--- src/rtl/acl_rx_pkg.sv ---
package acl_rx_pkg;
  localparam int TAG_W   = 16;
  localparam int SLOT_W  = 20;
  localparam int N_SLOT  = 12;
  localparam int PCM_LO  = 3;
  localparam int N_PCM   = N_SLOT - PCM_LO + 1;
  localparam int IDX_W   = 7;
  localparam int IDX_HI  = 18;
  localparam int STAT_W  = 16;
  localparam int STAT_LO = SLOT_W - STAT_W;
  localparam int REQ_HI  = 11;
  localparam int REQ_LO  = REQ_HI - N_PCM + 1;
  localparam int SLOT_IW = $clog2(N_SLOT + 1);
  localparam int BIT_IW  = $clog2(SLOT_W);

  typedef logic [SLOT_W-1:0]  word_t;
  typedef logic [SLOT_IW-1:0] slot_t;
endpackage

--- src/rtl/acl_rx_frame_ctl.sv ---
module acl_rx_frame_ctl
  import acl_rx_pkg::*;
(
  input  logic  clk_i,
  input  logic  rst_ni,
  input  logic  sync_i,
  output logic  samp_o,
  output logic  slot_end_o,
  output logic  frame_end_o,
  output slot_t slot_o
);
  localparam logic [BIT_IW-1:0] TAG_LAST  = BIT_IW'(TAG_W - 1);
  localparam logic [BIT_IW-1:0] SLOT_LAST = BIT_IW'(SLOT_W - 1);
  localparam slot_t             SLOT_MAX  = SLOT_IW'(N_SLOT);

  logic              sync_q, active_q, rise;
  slot_t             slot_q;
  logic [BIT_IW-1:0] bit_q, last_bit;

  assign rise        = sync_i & ~sync_q;
  assign samp_o      = active_q & ~rise;
  assign last_bit    = (slot_q == '0) ? TAG_LAST : SLOT_LAST;
  assign slot_end_o  = samp_o && (bit_q == last_bit);
  assign frame_end_o = slot_end_o && (slot_q == SLOT_MAX);
  assign slot_o      = slot_q;

  always_ff @(negedge clk_i or negedge rst_ni) begin
    if (!rst_ni) begin
      sync_q   <= 1'b0;
      active_q <= 1'b0;
      slot_q   <= '0;
      bit_q    <= '0;
    end else begin
      sync_q <= sync_i;
      if (rise) begin
        active_q <= 1'b1;
        slot_q   <= '0;
        bit_q    <= '0;
      end else if (samp_o) begin
        if (bit_q == last_bit) begin
          bit_q  <= '0;
          slot_q <= (slot_q == SLOT_MAX) ? '0 : slot_q + 1'b1;
        end else begin
          bit_q <= bit_q + 1'b1;
        end
      end
    end
  end


  wrap_to_tag_chk: assert property (@(negedge clk_i) disable iff (!rst_ni)
    (frame_end_o && !sync_i) |=> (slot_o == '0));
endmodule

--- src/rtl/acl_rx_deser.sv ---
module acl_rx_deser
  import acl_rx_pkg::*;
(
  input  logic  clk_i,
  input  logic  rst_ni,
  input  logic  en_i,
  input  logic  sdi_i,
  output word_t word_o
);
  word_t shift_q;

  assign word_o = {shift_q[SLOT_W-2:0], sdi_i};

  always_ff @(negedge clk_i or negedge rst_ni) begin
    if (!rst_ni)   shift_q <= '0;
    else if (en_i) shift_q <= word_o;
  end
endmodule

--- src/rtl/acl_rx_merge.sv ---
module acl_rx_merge
  import acl_rx_pkg::*;
#(
  parameter int N_LINE = 2,
  parameter int LINE_W = 1
) (
  input  logic                               clk_i,
  input  logic                               rst_ni,
  input  logic                               slot_end_i,
  input  logic                               frame_end_i,
  input  slot_t                              slot_i,
  input  word_t [N_LINE-1:0]                 word_i,
  output logic  [N_LINE-1:0]                 rdy_o,
  output logic                               col_err_o,
  output logic  [N_PCM-1:0]                  pcm_stb_o,
  output logic  [N_PCM-1:0][SLOT_W-1:0]      pcm_word_o,
  output logic  [N_PCM-1:0][LINE_W-1:0]      pcm_line_o,
  output logic                               stat_stb_o,
  output logic  [IDX_W-1:0]                  stat_idx_o,
  output logic  [STAT_W-1:0]                 stat_data_o,
  output logic  [N_PCM-1:0]                  req_n_o
);
  logic [N_LINE-1:0][N_SLOT:0] tag_q;
  logic [N_SLOT:1]             vld_q, vld_nxt;
  word_t                       word_q [1:N_SLOT];
  logic [LINE_W-1:0]           line_q [1:N_SLOT];
  logic [N_LINE-1:0]           hits;
  logic [LINE_W-1:0]           owner;
  logic                        any_hit, clash, tag_end, data_end;
  logic                        col_q, sstb_q;
  logic [N_PCM-1:0]            stb_q, req_q;
  logic                        unused_bits;

  assign tag_end  = slot_end_i && (slot_i == '0);
  assign data_end = slot_end_i && (slot_i != '0);

  always_comb begin
    for (int l = 0; l < N_LINE; l++) hits[l] = tag_q[l][slot_i];
    owner = '0;
    for (int l = N_LINE - 1; l >= 0; l--) if (hits[l]) owner = LINE_W'(l);
  end

  assign any_hit = |hits;
  assign clash   = $countones(hits) > 1;

  always_comb begin
    vld_nxt = vld_q;
    if (data_end) vld_nxt[slot_i] = any_hit;
  end

  always_ff @(negedge clk_i or negedge rst_ni) begin
    if (!rst_ni) begin
      tag_q  <= '0;
      vld_q  <= '0;
      col_q  <= 1'b0;
      stb_q  <= '0;
      sstb_q <= 1'b0;
      req_q  <= '1;
      for (int k = 1; k <= N_SLOT; k++) begin
        word_q[k] <= '0;
        line_q[k] <= '0;
      end
    end else begin
      stb_q  <= frame_end_i ? vld_nxt[N_SLOT:PCM_LO] : '0;
      sstb_q <= frame_end_i & vld_nxt[1] & vld_nxt[2];
      if (frame_end_i && vld_nxt[1])
        for (int i = 0; i < N_PCM; i++) req_q[i] <= word_q[1][REQ_HI-i];
      if (tag_end) begin
        for (int l = 0; l < N_LINE; l++)
          for (int k = 0; k <= N_SLOT; k++) tag_q[l][k] <= word_i[l][TAG_W-1-k];
        vld_q <= '0;
      end
      if (data_end) begin
        vld_q <= vld_nxt;
        if (any_hit) begin
          word_q[slot_i] <= word_i[owner];
          line_q[slot_i] <= owner;
        end
        if (clash) col_q <= 1'b1;
      end
    end
  end

  always_comb begin
    for (int l = 0; l < N_LINE; l++) rdy_o[l] = tag_q[l][0];
    for (int i = 0; i < N_PCM; i++) begin
      pcm_word_o[i] = word_q[PCM_LO+i];
      pcm_line_o[i] = line_q[PCM_LO+i];
    end
  end

  assign col_err_o   = col_q;
  assign pcm_stb_o   = stb_q;
  assign stat_stb_o  = sstb_q;
  assign stat_idx_o  = word_q[1][IDX_HI -: IDX_W];
  assign stat_data_o = word_q[2][SLOT_W-1 -: STAT_W];
  assign req_n_o     = req_q;
  assign unused_bits = ^{word_q[1][SLOT_W-1], word_q[1][REQ_LO-1:0], word_q[2][STAT_LO-1:0]};


  stb_at_frame_end_chk: assert property (@(negedge clk_i) disable iff (!rst_ni)
    (|pcm_stb_o) |-> $past(frame_end_i));

  col_sticky_chk: assert property (@(negedge clk_i) disable iff (!rst_ni)
    col_err_o |=> col_err_o);

  stat_at_frame_end_chk: assert property (@(negedge clk_i) disable iff (!rst_ni)
    stat_stb_o |-> $past(frame_end_i));
endmodule

--- src/rtl/acl_rx.sv ---
module acl_rx
  import acl_rx_pkg::*;
#(
  parameter  int N_LINE = 2,
  localparam int LINE_W = (N_LINE > 1) ? $clog2(N_LINE) : 1
) (
  input  logic                       clk_i,
  input  logic                       rst_ni,
  input  logic                       sync_i,
  input  logic [N_LINE-1:0]          sdi_i,
  output logic [N_LINE-1:0]          rdy_o,
  output logic                       col_err_o,
  output logic [N_PCM-1:0]           pcm_stb_o,
  output logic [N_PCM*SLOT_W-1:0]    pcm_word_o,
  output logic [N_PCM*LINE_W-1:0]    pcm_line_o,
  output logic                       stat_stb_o,
  output logic [IDX_W-1:0]           stat_idx_o,
  output logic [STAT_W-1:0]          stat_data_o,
  output logic [N_PCM-1:0]           req_n_o
);
  logic               samp, slot_end, frame_end;
  slot_t              slot;
  word_t [N_LINE-1:0] line_word;

  acl_rx_frame_ctl u_ctl (
    .clk_i       (clk_i),
    .rst_ni      (rst_ni),
    .sync_i      (sync_i),
    .samp_o      (samp),
    .slot_end_o  (slot_end),
    .frame_end_o (frame_end),
    .slot_o      (slot)
  );

  for (genvar g = 0; g < N_LINE; g++) begin : g_line
    acl_rx_deser u_deser (
      .clk_i  (clk_i),
      .rst_ni (rst_ni),
      .en_i   (samp),
      .sdi_i  (sdi_i[g]),
      .word_o (line_word[g])
    );
  end

  acl_rx_merge #(.N_LINE(N_LINE), .LINE_W(LINE_W)) u_merge (
    .clk_i       (clk_i),
    .rst_ni      (rst_ni),
    .slot_end_i  (slot_end),
    .frame_end_i (frame_end),
    .slot_i      (slot),
    .word_i      (line_word),
    .rdy_o       (rdy_o),
    .col_err_o   (col_err_o),
    .pcm_stb_o   (pcm_stb_o),
    .pcm_word_o  (pcm_word_o),
    .pcm_line_o  (pcm_line_o),
    .stat_stb_o  (stat_stb_o),
    .stat_idx_o  (stat_idx_o),
    .stat_data_o (stat_data_o),
    .req_n_o     (req_n_o)
  );


  rdy_after_tag_chk: assert property (@(negedge clk_i) disable iff (!rst_ni)
    !$stable(rdy_o) |-> $past(slot_end && slot == '0));

  req_at_frame_end_chk: assert property (@(negedge clk_i) disable iff (!rst_ni)
    !$stable(req_n_o) |-> $past(frame_end));
endmodule

--- config.mk ---
export PLATFORM = sky130hd
export DESIGN_NAME = acl_rx
export DESIGN_NICKNAME = d
export VERILOG_FILES = /design/src/rtl/acl_rx_pkg.sv /design/src/rtl/acl_rx_frame_ctl.sv /design/src/rtl/acl_rx_deser.sv /design/src/rtl/acl_rx_merge.sv /design/src/rtl/acl_rx.sv
export SDC_FILE = /design/constraint.sdc
export NUM_CORES = 1
export LEC_CHECK = 0
export ABC_AREA = 1
export BUFFER_PORTS_ARGS = -buffer_cell sky130_fd_sc_hd__clkbuf_2
export CAP_MARGIN = 15
export CORE_UTILIZATION = 55
export CTS_CLUSTER_DIAMETER = 100
export CTS_CLUSTER_SIZE = 16
export DETAILED_ROUTE_END_ITERATION = 6
export PLACE_DENSITY_LB_ADDON = 0.12
export SLEW_MARGIN = 20
export SYNTH_ARGS = -nofsm -noshare
export SYNTH_HDL_FRONTEND = slang
export SYNTH_SLANG_ARGS = --single-unit
--- constraint.sdc ---
create_clock -name clk_i -period 4.7 [get_ports clk_i]
set_input_delay 0.705 -clock clk_i [delete_from_list [all_inputs] [get_ports clk_i]]
set_output_delay 0.705 -clock clk_i [all_outputs]
set_load 0.03 [all_outputs]
; ---- After elaboration in Yosys (flattened, before gate mapping)
; Cells that the tools add are included.
[word_totals]
ff_bits = 361
latchBits = 0
ram_bits = 0
romBits = 0
inputBits = 5
n_memories = 0
[classes]
add_sub_neg = 3
mul = 0
div = 0
n_lt_le_gt_ge = 6
n_eq_ne = 2
shift = 0
muxes = 29
bitwise = 7
n_reduce_logical = 16
[ops]
columns = cell, count
row1 = 240-bit bitwise mux, 1
row2 = 20-bit demux with 4-bit select, 1
row3 = 20-bit two-way mux, 3
row4 = 12-bit two-way mux, 3
row5 = 32-bit by 2-bit > comparator with 1-bit output (second input constant), 1
row6 = 12-bit bitwise mux, 2
row7 = 5-bit two-way mux, 4
row8 = 4-bit two-way mux, 4
row9 = 10-bit two-way mux, 1
row10 = 1-bit binary-select mux with 4-bit select, 2
row11 = 1-bit demux with 4-bit select, 2
row12 = 1-bit logical AND, 7
row13 = 1-bit two-way mux, 6
row14 = 2-bit AND reduction, 3
row15 = 2-bit nonzero test, 3
row16 = 5-bit by 1-bit adder with 5-bit output (second input constant), 1
row17 = 5-bit equality test, 1
row18 = 5-bit greater-or-equal comparator (second input constant), 1
row19 = 4-bit by 5-bit less-than comparator with 1-bit output (second input constant), 1
row20 = 5-bit by 1-bit less-than comparator with 1-bit output (second input constant), 1
row21 = 4-bit NOT with 5-bit output, 1
row22 = 4-bit by 1-bit adder with 4-bit output (second input constant), 1
row23 = 1-bit bitwise AND, 4
row24 = 4-bit equality test (second input constant), 1
row25 = other kinds (7), 8

; ---- Logic depth before layout (Yosys ltp)
[logic_depth]
depth_word = 9
mapped_depth = 18
depth_no_buf = 14

; ---- Modules after synthesis
; From an unflattened synthesis, not the netlist that was laid out.
[unflattened]
cells_unflattened = 1900
hier_area_um2 = 16659.7
[by_module_without_submodules]
columns = module, n_inst, cells_per_inst, area_per_inst_um2
row1 = acl_rx_merge, 1, 1656, 14487.6
row2 = acl_rx_deser, 2, 81, 745.7
row3 = acl_rx_frame_ctl, 1, 82, 680.7

==> summary.log <==
qor: status.status finished, final reports clean
qor: sta.relSlewSlack 44.6%
qor: clocking.cts_htree_levels 1
qor: finish.final_cell_mix 922 x sky130_fd_sc_hd__nand2_1, 341 x sky130_fd_sc_hd__dfrtn_1, 260 x sky130_fd_sc_hd__clkbuf_2, 85 x sky130_fd_sc_hd__inv_1, 77 x sky130_fd_sc_hd__o21ai_0
qor: setup_path.start_kind flop
qor: clocking.post-cts-setup-buffer-count 0
qor: pwr.fin_total_pwr 6930 uW
qor: global_routing.gr-usage-all-layers 28.7%
qor: clocking.post_cts_hold_buffer_count 0
qor: pwr.proportion_of_total_power_due_to_net_switching 32.2%
qor: global_routing.vias_in_the_first_global_route 11400
qor: sta.hold_slack 423 ps
qor: sta.final_hold_viol_count 0
qor: setup_path.critical_path_required 3990 ps
qor: finish.final_layout_size_suffix_gt1_share 21.8%
qor: sta.worstMarginPinSlew 831 ps
qor: setup_path.worstPathBufferInverterCount 1
qor: routing.drt_initial_violations 970
qor: routing.route.detailed.drc 0
qor: clocking.post_cts_sizing_count 0
qor: finish.area_growth_syn_to_layout 6.13%
qor: synth.synth-edff-count 0
qor: synth.ys_seq_elements 351
qor: finish.final_net_count 1958
qor: place.io_buffers 261
qor: place.dp_cells 2296
qor: floorplan.die_height 173 um
qor: finish.mostFrequentLayoutCell sky130_fd_sc_hd__nand2_1
qor: run.cap_viol_max_count 0
qor: setup_path.r2r.worst_path.cells 14
qor: sta.setup_viol 0
qor: setup_path.path_class reg -> out
qor: sta.skew 55.6 ps
qor: global_routing.overflow 0
qor: setup_path.r2r_start u_ctl.slot_o[0]$_DFFE_NN0P_
qor: setup_path.worst_reg2reg_path_endpoint u_merge.pcm_word_o[59]$_DFFE_NN0P_
qor: global_routing.grt_first_pass_wirelength 66600 um
qor: setup_path.critical-path-max-stage-delay 530 ps
qor: clocking.cts_buffer_depth 3
qor: setup_path.crit_path_cell_trace clkbuf_2
qor: routing.route.vias.total 11900
qor: pwr.sequential_fraction_of_design_power 48.2%
qor: routing.drt-vias-per-instance 5.08
qor: synth.synth_area 16100 um2
qor: synth.seq_area_frac_synth 54.5%
qor: synth.synthesis.area_per_instance 8.49 um2
qor: global_routing.pin_count_of_the_biggest_net_entering_global_routing 68
qor: setup_path.crit_path_start u_merge.req_n_o[0]$_DFFE_NN1P_
qor: pwr.vdd_drop_max 0.267 mV
qor: place.post-dp-hpwl 29100 um
qor: setup_path.critical_path_cell_count 1
qor: setup_path.slowest_stage_cell_on_the_critical_path sky130_fd_sc_hd__dfstp_2
qor: routing.drt_wl_total 42600 um
qor: place.dpl_worst_slack -2.24 ps
qor: pwr.static-leakage-power 0.00997 uW
qor: floorplan.floorplan.initialDensity 56.1%
qor: synth.synth.top_cell.area_share 52.9%
qor: pwr.clockPowerShare 31.8%
qor: clocking.insertion_delay 590 ps
qor: sta.setup_repair_after_global_routing_missed_its_margin no
qor: clocking.cts_num_sinks 351
qor: clocking.cts_tree yes
qor: pwr.p_int 4700 uW
qor: routing.first_pass_iters 5
qor: synth.synth.lib_cells_used.distinct 37
qor: place.routabilityCongestion 0.828
qor: floorplan.fp.dieW 173 um
qor: setup_path.end_kind primary output
qor: setup_path.end_point_of_the_critical_path req_n_o[0]
qor: hold_path.hold_path_class reg -> reg
qor: clocking.tritoncts.num_buffers 25
qor: sta.fin_tns_setup 0 ps
qor: global_routing.antenna_violations_before_repair 0
qor: setup_path.regToRegSetupSlack 1520 ps
qor: synth.synth_largest_area_cell sky130_fd_sc_hd__dfrtn_1
qor: synth.synthFlopType sky130_fd_sc_hd__dfrtn_1
qor: clocking.cts-root-buf sky130_fd_sc_hd__clkbuf_16
qor: setup_path.timing.critical_path.max_delay_family flip-flops
qor: floorplan.rows 62
qor: clocking.clk_transition_reported_paths 50 ps
qor: floorplan.placeable_area 28800 um2
qor: pwr.sw_pwr 2230 uW
qor: setup_path.crit_arrival 3670 ps
qor: floorplan.dieArea 30000 um2
qor: finish.antenna_cells_inserted 0
qor: finish.final_cell_count_no_fill 2339
qor: synth.synth_warnings 0
qor: setup_path.worstPathMaxFanout 2
qor: synth.syn_inst 1901
qor: routing.wl_per_cell 18.2 um
qor: routing.route.antenna.remaining_nets 0
qor: synth.synth.top_cells.by_area sky130_fd_sc_hd__dfrtn_1 53%, sky130_fd_sc_hd__nand2_1 21%, sky130_fd_sc_hd__buf_4 11%, sky130_fd_sc_hd__o21ai_0 2.4%, sky130_fd_sc_hd__inv_1 1.8%
qor: sta.number_of_pins_exceeding_their_max_slew_limit_in_the_final_report 0
qor: pwr.proportion_of_power_drawn_by_combinational_gates 20.0%
qor: floorplan.io-pin-count 262
qor: sta.post-route-worst-setup-slack 325 ps
qor: pwr.p_per_area 405 nW/um2
qor: synth.synth.net_count 1911
qor: synth.asyncSetResetFlopFracSynth 100%
[routing by layer]
metal / global-route usage (%) / part of all wire, % / vias up / wire length, um
met3: 4.67 / 6.2 / 58 / 2650
met5: 0 / 0 / - / 0
met2: 44.0 / 45 / 407 / 19200
met4: 7.49 / 2.3 / 0 / 971
li1: - / - / 5620 / -
met1: 42.5 / 46 / 5807 / 19700
[power by group through the flow]
stage	clock [uW]	combinational, uW	sequential (uW)
final	2210	1380	3340
after global placement	14.4	1360	3390
after detailed placement	14.4	1380	3390
after CTS	2240	1380	3340
after global routing	2350	1490	3360
after floorplan	14.4	855	3340
[flip-flops by register name, summed over array words and instances, names as in the netlist]
register	flops
u_merge.tag_q	24
u_merge.pcm_word_o	200
u_ctl.slot_o	4
u_ctl.bit_q	5
u_merge.req_n_o	10
u_merge.rdy_o	2
u_merge.col_err_o	1
u_merge.vld_q	11
u_merge.stat_data_o	16
u_ctl.active_q	1
g_line.u_deser.shift_q	38
u_merge.stat_idx_o	7
u_merge.stat_stb_o	1
u_merge.word_q	10
u_merge.pcm_stb_o	10
u_ctl.sync_q	1
u_merge.pcm_line_o	10
[Yosys cell counts (5+ instances only)]
master and n:
sky130_fd_sc_hd__o21ai_1 7, sky130_fd_sc_hd__a21oi_1 8, sky130_fd_sc_hd__nand2_2 7, sky130_fd_sc_hd__o21ai_0 77, sky130_fd_sc_hd__nor2_4 5, sky130_fd_sc_hd__dfrtn_1 341, sky130_fd_sc_hd__inv_2 16, sky130_fd_sc_hd__nand2_1 922
sky130_fd_sc_hd__nand3_1 35, sky130_fd_sc_hd__buf_2 47, sky130_fd_sc_hd__nand3_2 6, sky130_fd_sc_hd__o21ai_2 11, sky130_fd_sc_hd__ha_1 5, sky130_fd_sc_hd__clkbuf_1 20, sky130_fd_sc_hd__buf_4 241, sky130_fd_sc_hd__nor2_1 31
sky130_fd_sc_hd__buf_6 6, sky130_fd_sc_hd__dfstp_2 10, sky130_fd_sc_hd__inv_1 76
[worst min-delay path by stage]
| stage | start | end | slack (ps) | cells past startpoint |
|---|---|---|---|---|
| after global placement | u_merge.pcm_word_o[199]$_DFFE_NN0P_ | u_merge.pcm_word_o[199]$_DFFE_NN0P_ | 420 | 2 |
| after global routing | u_merge.pcm_word_o[105]$_DFFE_NN0P_ | u_merge.pcm_word_o[105]$_DFFE_NN0P_ | 440 | 2 |
| after detailed placement | u_merge.pcm_word_o[44]$_DFFE_NN0P_ | u_merge.pcm_word_o[44]$_DFFE_NN0P_ | 420 | 2 |
| after floorplan | u_merge.pcm_word_o[0]$_DFFE_NN0P_ | u_merge.pcm_word_o[0]$_DFFE_NN0P_ | 400 | 2 |
| final | u_merge.pcm_word_o[5]$_DFFE_NN0P_ | u_merge.pcm_word_o[5]$_DFFE_NN0P_ | 420 | 2 |
| after CTS | u_merge.pcm_word_o[2]$_DFFE_NN0P_ | u_merge.pcm_word_o[2]$_DFFE_NN0P_ | 430 | 2 |
[logic make-up (layout without fill, tap and decap cells)]
family	count (synthesis)	after routing	synth area share (%)
AO/OA/AOI/OAI	112	112	3.85
XOR/XNOR	5	5	0.271
adder cells (fa/ha/maj)	5	5	0.388
buffers and inverters	410	464	15.9
flip-flops	351	351	54.5
multiplexers	1	1	0.0620
AND/OR/NAND/NOR	1017	1017	25.0
[cell type report]
class                      count  area (um2)
fill                        2630       11700
sequential                   351        8800
multi-input combinational   1140        4780
timing repair buffer         327        1910
clock buffer                  25         626
tap                          384         480
inverter                      93         354
clock inverter                19         173
[through the flow]
stage / area [um2] / util, %
3_5_place_dp: 16300 / 56.7
4_1_cts: 17100 / 59.5
6_report: 17100 / 59.5
3_3_place_gp: 16300 / 56.7
2_1_floorplan: 16100 / -
5_1_grt: 17100 / 59.5
Note: power is estimated with default switching activity, not from simulation.
